### src/rtl/ptmr_pkg.sv
package ptmr_pkg;

    localparam int DATA_W = 32;

    // Word offsets inside the 256-byte window
    localparam logic [7:0] OFF_CTRL   = 8'h00;
    localparam logic [7:0] OFF_RELOAD = 8'h08;
    localparam logic [7:0] OFF_COUNT  = 8'h0C;

    // Control word bit positions
    localparam int BIT_START = 0;
    localparam int BIT_CLEAR = 31;

    typedef struct packed {
        logic [DATA_W-1:0] ctrl;
        logic [15:0]       reload;
        logic              run;
    } regs_t;

endpackage

### src/rtl/ptmr_regs.sv
module ptmr_regs
    import ptmr_pkg::*;
#(
    parameter int ADDR_W = 8,
    parameter int CNT_W  = 16
) (
    input  logic              clk,
    input  logic              rst_n,
    input  logic              valid_i,
    input  logic              write_i,
    input  logic [ADDR_W-1:0] addr_i,
    input  logic [DATA_W-1:0] wdata_i,
    input  logic [CNT_W-1:0]  cnt_i,
    output logic [DATA_W-1:0] rdata_o,
    output logic              run_o,
    output logic [CNT_W-1:0]  reload_o,
    output logic              load_o,
    output logic [CNT_W-1:0]  load_val_o,
    output logic              clear_o
);

    localparam int PAD_W = DATA_W - CNT_W;

    typedef struct packed {
        logic [DATA_W-1:0] ctrl;
        logic [CNT_W-1:0]  reload;
        logic              run;
    } state_t;

    state_t s_d, s_q;

    logic wr, rd, hit_ctrl, hit_reload, hit_count, clr;

    always_comb begin
        wr         = valid_i && write_i;
        rd         = valid_i && !write_i;
        hit_ctrl   = (addr_i == ADDR_W'(OFF_CTRL));
        hit_reload = (addr_i == ADDR_W'(OFF_RELOAD));
        hit_count  = (addr_i == ADDR_W'(OFF_COUNT));
        clr        = wr && hit_ctrl && wdata_i[BIT_CLEAR];

        s_d = s_q;
        if (clr) begin
            s_d = '0;
        end else begin
            if (wr && hit_ctrl) begin
                s_d.ctrl = wdata_i;
                if (wdata_i[BIT_START]) begin
                    s_d.run = 1'b1;
                end
            end
            if (wr && hit_reload) begin
                s_d.reload = wdata_i[CNT_W-1:0];
            end
        end
    end

    always_ff @(posedge clk or negedge rst_n) begin
        if (!rst_n) begin
            s_q <= '0;
        end else begin
            s_q <= s_d;
        end
    end

    always_comb begin
        rdata_o = '0;
        if (rd) begin
            if (hit_ctrl) begin
                rdata_o = s_q.ctrl;
            end else if (hit_reload) begin
                rdata_o = {{PAD_W{1'b0}}, s_q.reload};
            end else if (hit_count) begin
                rdata_o = {{PAD_W{1'b0}}, cnt_i};
            end
        end
    end

    assign run_o      = s_q.run;
    assign reload_o   = s_q.reload;
    assign load_o     = wr && hit_reload;
    assign load_val_o = wdata_i[CNT_W-1:0];
    assign clear_o    = clr;

    // self-clear leaves every register at zero and stopped
    p_clear_wins_r4: assert property (@(posedge clk) disable iff (!rst_n)
        (valid_i && write_i && addr_i == ADDR_W'(OFF_CTRL) && wdata_i[BIT_CLEAR])
        |=> (s_q.ctrl == '0 && s_q.reload == '0 && !s_q.run));

    // a running timer stays running unless self-clear is written
    p_run_sticky_r6: assert property (@(posedge clk) disable iff (!rst_n)
        (s_q.run && !clr) |=> s_q.run);

    // writes outside the map change no register
    p_unmapped_wr_r9: assert property (@(posedge clk) disable iff (!rst_n)
        (valid_i && write_i && !hit_ctrl && !hit_reload)
        |=> (s_q.ctrl == $past(s_q.ctrl) && s_q.reload == $past(s_q.reload)
             && s_q.run == $past(s_q.run)));

endmodule

### src/rtl/ptmr_prescaler.sv
module ptmr_prescaler #(
    parameter int DIV = 100
) (
    input  logic clk,
    input  logic rst_n,
    input  logic run_i,
    input  logic restart_i,
    output logic tick_o
);

    localparam int DW = (DIV > 1) ? $clog2(DIV) : 1;
    localparam logic [DW-1:0] LAST = DW'(DIV - 1);

    logic [DW-1:0] div_d, div_q;

    always_comb begin
        tick_o = run_i && (div_q == LAST);
        if (restart_i || !run_i || tick_o) begin
            div_d = '0;
        end else begin
            div_d = div_q + 1'b1;
        end
    end

    always_ff @(posedge clk or negedge rst_n) begin
        if (!rst_n) begin
            div_q <= '0;
        end else begin
            div_q <= div_d;
        end
    end

    // phase never leaves its range
    p_div_range_r7: assert property (@(posedge clk) disable iff (!rst_n)
        div_q <= LAST);

    // restart returns the phase to its start
    p_restart_r8: assert property (@(posedge clk) disable iff (!rst_n)
        restart_i |=> div_q == '0);

endmodule

### src/rtl/ptmr_counter.sv
module ptmr_counter #(
    parameter int CNT_W = 16
) (
    input  logic             clk,
    input  logic             rst_n,
    input  logic             tick_i,
    input  logic             load_i,
    input  logic [CNT_W-1:0] load_val_i,
    input  logic             clear_i,
    input  logic [CNT_W-1:0] reload_i,
    output logic [CNT_W-1:0] cnt_o
);

    logic [CNT_W-1:0] cnt_d, cnt_q;

    always_comb begin
        cnt_d = cnt_q;
        if (clear_i) begin
            cnt_d = '0;
        end else if (load_i) begin
            cnt_d = load_val_i;
        end else if (tick_i) begin
            if (cnt_q == '0) begin
                cnt_d = reload_i;
            end else begin
                cnt_d = cnt_q - 1'b1;
            end
        end
    end

    always_ff @(posedge clk or negedge rst_n) begin
        if (!rst_n) begin
            cnt_q <= '0;
        end else begin
            cnt_q <= cnt_d;
        end
    end

    assign cnt_o = cnt_q;

    // no change between ticks
    p_hold_r7: assert property (@(posedge clk) disable iff (!rst_n)
        (!tick_i && !load_i && !clear_i) |=> $stable(cnt_q));

    // a tick from zero refills from reload
    p_refill_r7: assert property (@(posedge clk) disable iff (!rst_n)
        (tick_i && !load_i && !clear_i && cnt_q == '0) |=> cnt_q == $past(reload_i));

    // a tick above zero steps down by one
    p_step_r7: assert property (@(posedge clk) disable iff (!rst_n)
        (tick_i && !load_i && !clear_i && cnt_q != '0) |=> cnt_q == $past(cnt_q) - 1'b1);

    // reload write lands in the live counter
    p_load_r2: assert property (@(posedge clk) disable iff (!rst_n)
        (load_i && !clear_i) |=> cnt_q == $past(load_val_i));

endmodule

### src/rtl/ptmr_timer.sv
module ptmr_timer
    import ptmr_pkg::*;
#(
    parameter int CLK_HZ  = 100_000_000,
    parameter int TICK_HZ = 1_000_000,
    parameter int ADDR_W  = 8,
    parameter int CNT_W   = 16
) (
    input  logic              clk,
    input  logic              rst_n,
    input  logic              bus_valid,
    input  logic              bus_write,
    input  logic [ADDR_W-1:0] bus_addr,
    input  logic [31:0]       bus_wdata,
    output logic [31:0]       bus_rdata
);

    localparam int DIV = (CLK_HZ / TICK_HZ > 1) ? CLK_HZ / TICK_HZ : 2;

    logic             run, load, clear, tick;
    logic [CNT_W-1:0] reload, load_val, cnt;

    ptmr_regs #(.ADDR_W(ADDR_W), .CNT_W(CNT_W)) u_regs (
        .clk        (clk),
        .rst_n      (rst_n),
        .valid_i    (bus_valid),
        .write_i    (bus_write),
        .addr_i     (bus_addr),
        .wdata_i    (bus_wdata),
        .cnt_i      (cnt),
        .rdata_o    (bus_rdata),
        .run_o      (run),
        .reload_o   (reload),
        .load_o     (load),
        .load_val_o (load_val),
        .clear_o    (clear)
    );

    ptmr_prescaler #(.DIV(DIV)) u_presc (
        .clk       (clk),
        .rst_n     (rst_n),
        .run_i     (run),
        .restart_i (load || clear),
        .tick_o    (tick)
    );

    ptmr_counter #(.CNT_W(CNT_W)) u_cnt (
        .clk        (clk),
        .rst_n      (rst_n),
        .tick_i     (tick),
        .load_i     (load),
        .load_val_i (load_val),
        .clear_i    (clear),
        .reload_i   (reload),
        .cnt_o      (cnt)
    );

    // count read never shows upper bits
    p_count_upper_r3: assert property (@(posedge clk) disable iff (!rst_n)
        (bus_valid && !bus_write && bus_addr == ADDR_W'(OFF_COUNT))
        |-> bus_rdata[31:16] == 16'h0);

    // stopped timer keeps its count
    p_stopped_r1: assert property (@(posedge clk) disable iff (!rst_n)
        (!run && !load && !clear) |=> $stable(cnt));

endmodule

### config.mk
export PLATFORM = sky130hd
export DESIGN_NAME = ptmr_timer
export DESIGN_NICKNAME = d
export VERILOG_FILES = /design/src/rtl/ptmr_pkg.sv /design/src/rtl/ptmr_regs.sv /design/src/rtl/ptmr_prescaler.sv /design/src/rtl/ptmr_counter.sv /design/src/rtl/ptmr_timer.sv
export SDC_FILE = /design/constraint.sdc
export NUM_CORES = 1
export LEC_CHECK = 0
export CAP_MARGIN = 20
export CORE_ASPECT_RATIO = 2
export CORE_MARGIN = 2
export CORE_UTILIZATION = 40
export CTS_CLUSTER_DIAMETER = 30
export DETAILED_ROUTE_END_ITERATION = 10
export PLACE_DENSITY = 0.69
export REMOVE_ABC_BUFFERS = 1
export SLEW_MARGIN = 0
export SYNTH_ARGS = -nofsm -noshare
export SYNTH_HDL_FRONTEND = slang
export SYNTH_SLANG_ARGS = --single-unit
### constraint.sdc
create_clock -name clk -period 3.2 [get_ports clk]
set_clock_uncertainty 0.15 [all_clocks]
set_input_delay 0.48 -clock clk [delete_from_list [all_inputs] [get_ports clk]]
set_output_delay 0.48 -clock clk [all_outputs]
set_load 0.1 [all_outputs]
Word-level counts from Yosys, hierarchy flattened
Index checks and enable logic that the tools add are counted.
{"block": "op_classes", "eq_ne": 3, "reduce_logical": 18, "n_mux": 14, "n_addsub": 2}
{"operator": "$mux 32", "n": 4}
{"operator": "$mux 16", "n": 6}
{"operator": "$mux 49", "n": 1}
{"operator": "$eq 8x4->1 const B", "n": 2}
{"operator": "$logic_not 16->1", "n": 1}
{"operator": "$sub 16x1->16 const B", "n": 1}
{"operator": "$logic_not 8->1", "n": 1}
{"operator": "$add 7x1->7 const B", "n": 1}
{"operator": "$eq 7x7->1 const B", "n": 1}
{"operator": "$mux 7", "n": 1}
{"operator": "$logic_and 1x1->1", "n": 6}
{"operator": "$reduce_bool 2->1", "n": 3}
{"operator": "$logic_or 1x1->1", "n": 3}
{"operator": "$reduce_bool 3->1", "n": 1}
{"operator": "$logic_not 1->1", "n": 2}
{"operator": "$mux 1", "n": 2}
{"operator": "$reduce_and 2->1", "n": 1}
{"block": "totals", "word_cells": 42, "register_bits": 72, "out_inout_bits": 32}

Longest topological paths before layout
{"block": "logic_depth", "word_depth": 7, "depth_mapped": 9, "mapped_depth_nobuf": 7}

Modules after synthesis
From an unflattened synthesis, not the netlist that was laid out.
{"block": "unflattened", "cells_unflattened": 498, "area_unflattened_um2": 4737.0}
{"module": "ptmr_regs", "cells_each": 301, "area_each_um2": 3074.2, "n_inst": 1, "seq_area_each_um2": 1226.2}
{"module": "ptmr_counter", "cells_each": 161, "area_each_um2": 1313.8, "n_inst": 1, "seq_area_each_um2": 400.4}
{"module": "ptmr_prescaler", "cells_each": 35, "area_each_um2": 342.8, "n_inst": 1, "seq_area_each_um2": 175.2}
{"module": "ptmr_timer", "cells_each": 1, "area_each_um2": 6.3, "n_inst": 1, "seq_area_each_um2": 0.0}

Least setup slack after synthesis
No wires, ideal clock.
{"block": "synth_path", "kind": "input to output", "from": "input bus_addr[1]", "to": "output bus_rdata[10]", "slack_ps": -3815, "arrival_time_ps": 6385, "required_time_ps": 2570, "n_path_buf": 2, "cell_stages": 5, "cell_sequence": "or4_4 -> or4_1 -> clkbuf_1 -> clkbuf_1 -> a2111oi_0"}
{"block": "synth_via", "elab_chain_len": 5, "elab_cells_between_ends": 7, "classes_between": "eq/ne (2); mux (4); reduce/logical (1)"}
{"item": "start: declaration", "line": "ptmr_timer.sv:13", "text": "input logic [ADDR_W-1:0] bus_addr,"}
{"item": "$eq 8x4->1", "line": "ptmr_regs.sv:39", "text": "hit_count = (addr_i == ADDR_W'(OFF_COUNT));"}
{"item": "$mux 16", "line": "ptmr_regs.sv:73", "text": "end else if (hit_count) begin"}
{"item": "$mux 32", "line": "ptmr_regs.sv:71", "text": "end else if (hit_reload) begin"}
{"item": "$mux 32 (*)", "line": "ptmr_regs.sv:69", "text": "if (hit_ctrl) begin"}
{"item": "$mux 32 (*)", "line": "ptmr_regs.sv:68", "text": "if (rd) begin"}
{"item": "end: declaration", "line": "ptmr_timer.sv:15", "text": "output logic [31:0] bus_rdata"}
Every way passes the cells marked *; elsewhere a longest branch is shown, timed or not.

Worst setup path after layout
{"block": "layout_path", "from": "input bus_addr[2]", "to": "output bus_rdata[6]"}
Same word-level chain as after synthesis.

==> results.ini <==
[power_and_ir_drop]
power_density_nw_per_um2 = 350
p_switching_uw = 525
p_leak_uw = 0.00272
seqPwrFrac_pct = 43.1
peakVddDrop_mv = 0.385
p_clk_share_pct = 47.2
p_comb_share_pct = 9.7
internal_power_uw = 1680
swShare_pct = 23.9

[cts]
cts_sinks = 72
cts.path.max_buffers = 2
insertion_delay_ns = 0.34
cts_root_buffer = clkbuf_16
path_clk_slew_ns = 0.06
cts_tree = yes
numCtsBuffers = 9
h-tree-depth = 3

[global_route]
grt_pass1_wl_mm = 23.1
grt_pass1_vias = 4528
grt-ovfl-total = 0
grt_max_degree = 41
grt_util_all_layers_pct = 27.6
antenna_found_initial = 0

[sta]
finalCritPeriodShare_pct = 98.3
drv_slew = 0
whs_ns = 0.0779
fin_setup_tns_ns = 0
rsz0062_at_grt = false
worst_pin_slew_ns = 0.805
slew_headroom_pct = 46.3
setup_viol = 0
timing_hold_violations_final = 0
fin_crit_ns = 3.15
fmax_mhz = 318

[cells_and_area]
n_fill_cell = 878
layout.nets = 641
synthToLayoutAreaGrowth_pct = 53.6
regArea_sq_um = 1800
fin_area_sq_um = 6300
n_antenna_cell = 0
multi_input_area_sq_um = 2460
layout-drive-gt1-share_pct = 23.7

[logic_synthesis]
synth_seq_cells = 72
avgSynthCellArea_sq_um = 8.32
yosys-top-cells-area = dfrtp_1, nand2_1, nand3b_1
yosysUniqueCellTypes = 57
synth-async-reset-ratio_pct = 100
synth_area_leader_cell = dfrtp_1
seq_area_frac_synth_pct = 43.9
syn_inst = 493
ys_warn_count = 0
netlist_area_sq_um = 4100
synth_common_cells = nand2_1, dfrtp_1, nor2_1
yosysMostFrequentCell = nand2_1
synth_edf_count = 0
synth_flop_cell = dfrtp_1
synth_top_area_share_pct = 43.9

[drt]
drt_first_pass_iters = 4
vias_per_cell = 5.61
routed_wl_mm = 14.1
drcViolationCount = 0
maxUsedRoutingLayer = met4
wl_met3_microns = 417
met1Wirelength_mm = 5.18
routed-via-count = 4115
routedWlPerCell_microns = 19.3
dr_wl_met2_mm = 8.14
drt_iter0_drc = 349
ant_nets = 0

[setup_path]
r2r_cells = 7
rrSetupSlack_ns = 0.42
path_cells = clkdlybuf4s50_1 -> or3_4 -> or3_4 -> buf_6 -> nor2_2 -> a2111oi_4 -> buf_4 -> buf_12
crit_fanout = 12
cp-end-kind = output pin
cp_top_family = simple AND/OR/NAND/NOR gates
arrival_ns = 2.52
r2r_end = u_cnt.cnt_o[14]$_DFFE_PN0P_
r2r_start = u_cnt.cnt_o[1]$_DFFE_PN0P_
cp-start-kind = primary input
worst-setup-path-type = primary input to output pin
crit_top_cell = or3_4
slowest_delay_ns = 0.47
worst_ep_required_time_ns = 2.57
crit_buf_inv = 4
cpMaxStageDelayCell = clkdlybuf4s50_1

[die]
start_util_pct = 40.9
ios = 76
num_rows = 52
die_x_microns = 75.6
die_area_sq_um = 11100
fp.coreArea_sq_um = 10000
die_h_microns = 147

[placement]
portBuffers = 75
dp.final_hpwl_mm = 9.92
placed_area_sq_um = 5600
place_congestion = 0.957

[flow_run]
drv_cap = 0

[hold_path]
hp-class = primary input to asynchronous set/reset pin

[outcome]
status = complete, no violations

## sequential cells by signal, indices dropped and copies added (netlist names)
register         count
u_regs.run_o         1
u_regs.s_q          32
u_presc.div_q        7
u_regs.reload_o     16
u_cnt.cnt_o         16
## power by group through the flow
stage | Clock (uW) | Sequential [uW] | Combinational, uW
after floorplan | 0 | 961 | 58.9
after global placement | 0 | 963 | 193
after detailed placement | 0 | 964 | 196
after CTS | 1050 | 949 | 216
after global routing | 1090 | 951 | 233
final | 1040 | 949 | 214
## layer usage
layer	vias up	GRT usage, %
li1	1932	-
met1	2064	31.1
met2	95	48.7
met3	24	4.05
met4	0	12.9
met5	-	0
## how the worst max path moves through the flow
stage                     slack (ns)        start             to  cells after the start
after global routing          0.0009  bus_addr[2]  bus_rdata[22]                      7
after detailed placement       -0.26  bus_addr[1]  bus_rdata[12]                      7
after CTS                      0.002  bus_addr[5]   bus_rdata[7]                      7
after floorplan                -3.72  bus_addr[1]   bus_rdata[0]                      3
after global placement         -0.15  bus_addr[1]  bus_rdata[15]                      7
final                           0.05  bus_addr[2]   bus_rdata[6]                      8
## cells by family after synthesis
kind of cell	count (synthesis)	synth area share [%]
AOI/OAI and AO/OA	93	16.1
DFF	72	43.9
buffers and inverters	41	4.21
adders and majority gates	3	0.916
xor gates and xnor gates	6	1.28
and+or+nand+nor	277	33.4
muxes	1	0.244
## layout make-up
class | instances | share of cell area [%]
inverters | 5 | 0.298
clock inverters | 4 | 0.815
repair buffers | 126 | 24.4
clock buffers | 12 | 4.07
flip-flops and latches | 72 | 28.6
well taps | 135 | 2.68
multi-input cells | 380 | 39.1
## metrics by stage
step | util (%) | total power [uW] | worst slack [ns] | cells
6_report | 62.8 | 2200 | 0.0542 | 734
5_1_grt | 62.8 | 2270 | 0.000858 | 734
2_1_floorplan | - | 1020 | -3.72 | 457
3_5_place_dp | 55.9 | 1160 | -0.261 | 716
3_3_place_gp | 55.9 | 1160 | -0.150 | 716
4_1_cts | 62.7 | 2210 | 0.00185 | 734
## repair_timing
item,4_1_cts,5_1_grt
hold buffers,0,0
gates cloned,1,0
setup buffers,1,0
gates resized for setup,70,5
endpoints found under the setup margin,32,24
pin swaps,3,2
## placed cells by master, fill, tap and decap left out, drive strengths merged, types with 2 or more instances in the layout
cell type	n
o2111a	2
clkdlybuf4s50	38
clkbuf	12
o211ai	4
and2	17
nand3	9
a211oi	4
nor4	2
xnor2	4
nand2b	3
o221ai	3
a21o	2
o21ai	12
o31a	2
a21oi	26
nor2	54
o31ai	4
or4	3
or2b	2
inv	6
dlygate4sd2	2
a2111oi	18
xor2	2
ha	3
or2	3
a31oi	3
nand3b	33
clkdlybuf4s15	2
buf	84
nand2	118
dfrtp	72
or3	10
nor3	14
nand4	3
(Power assumes the default switching activity.)
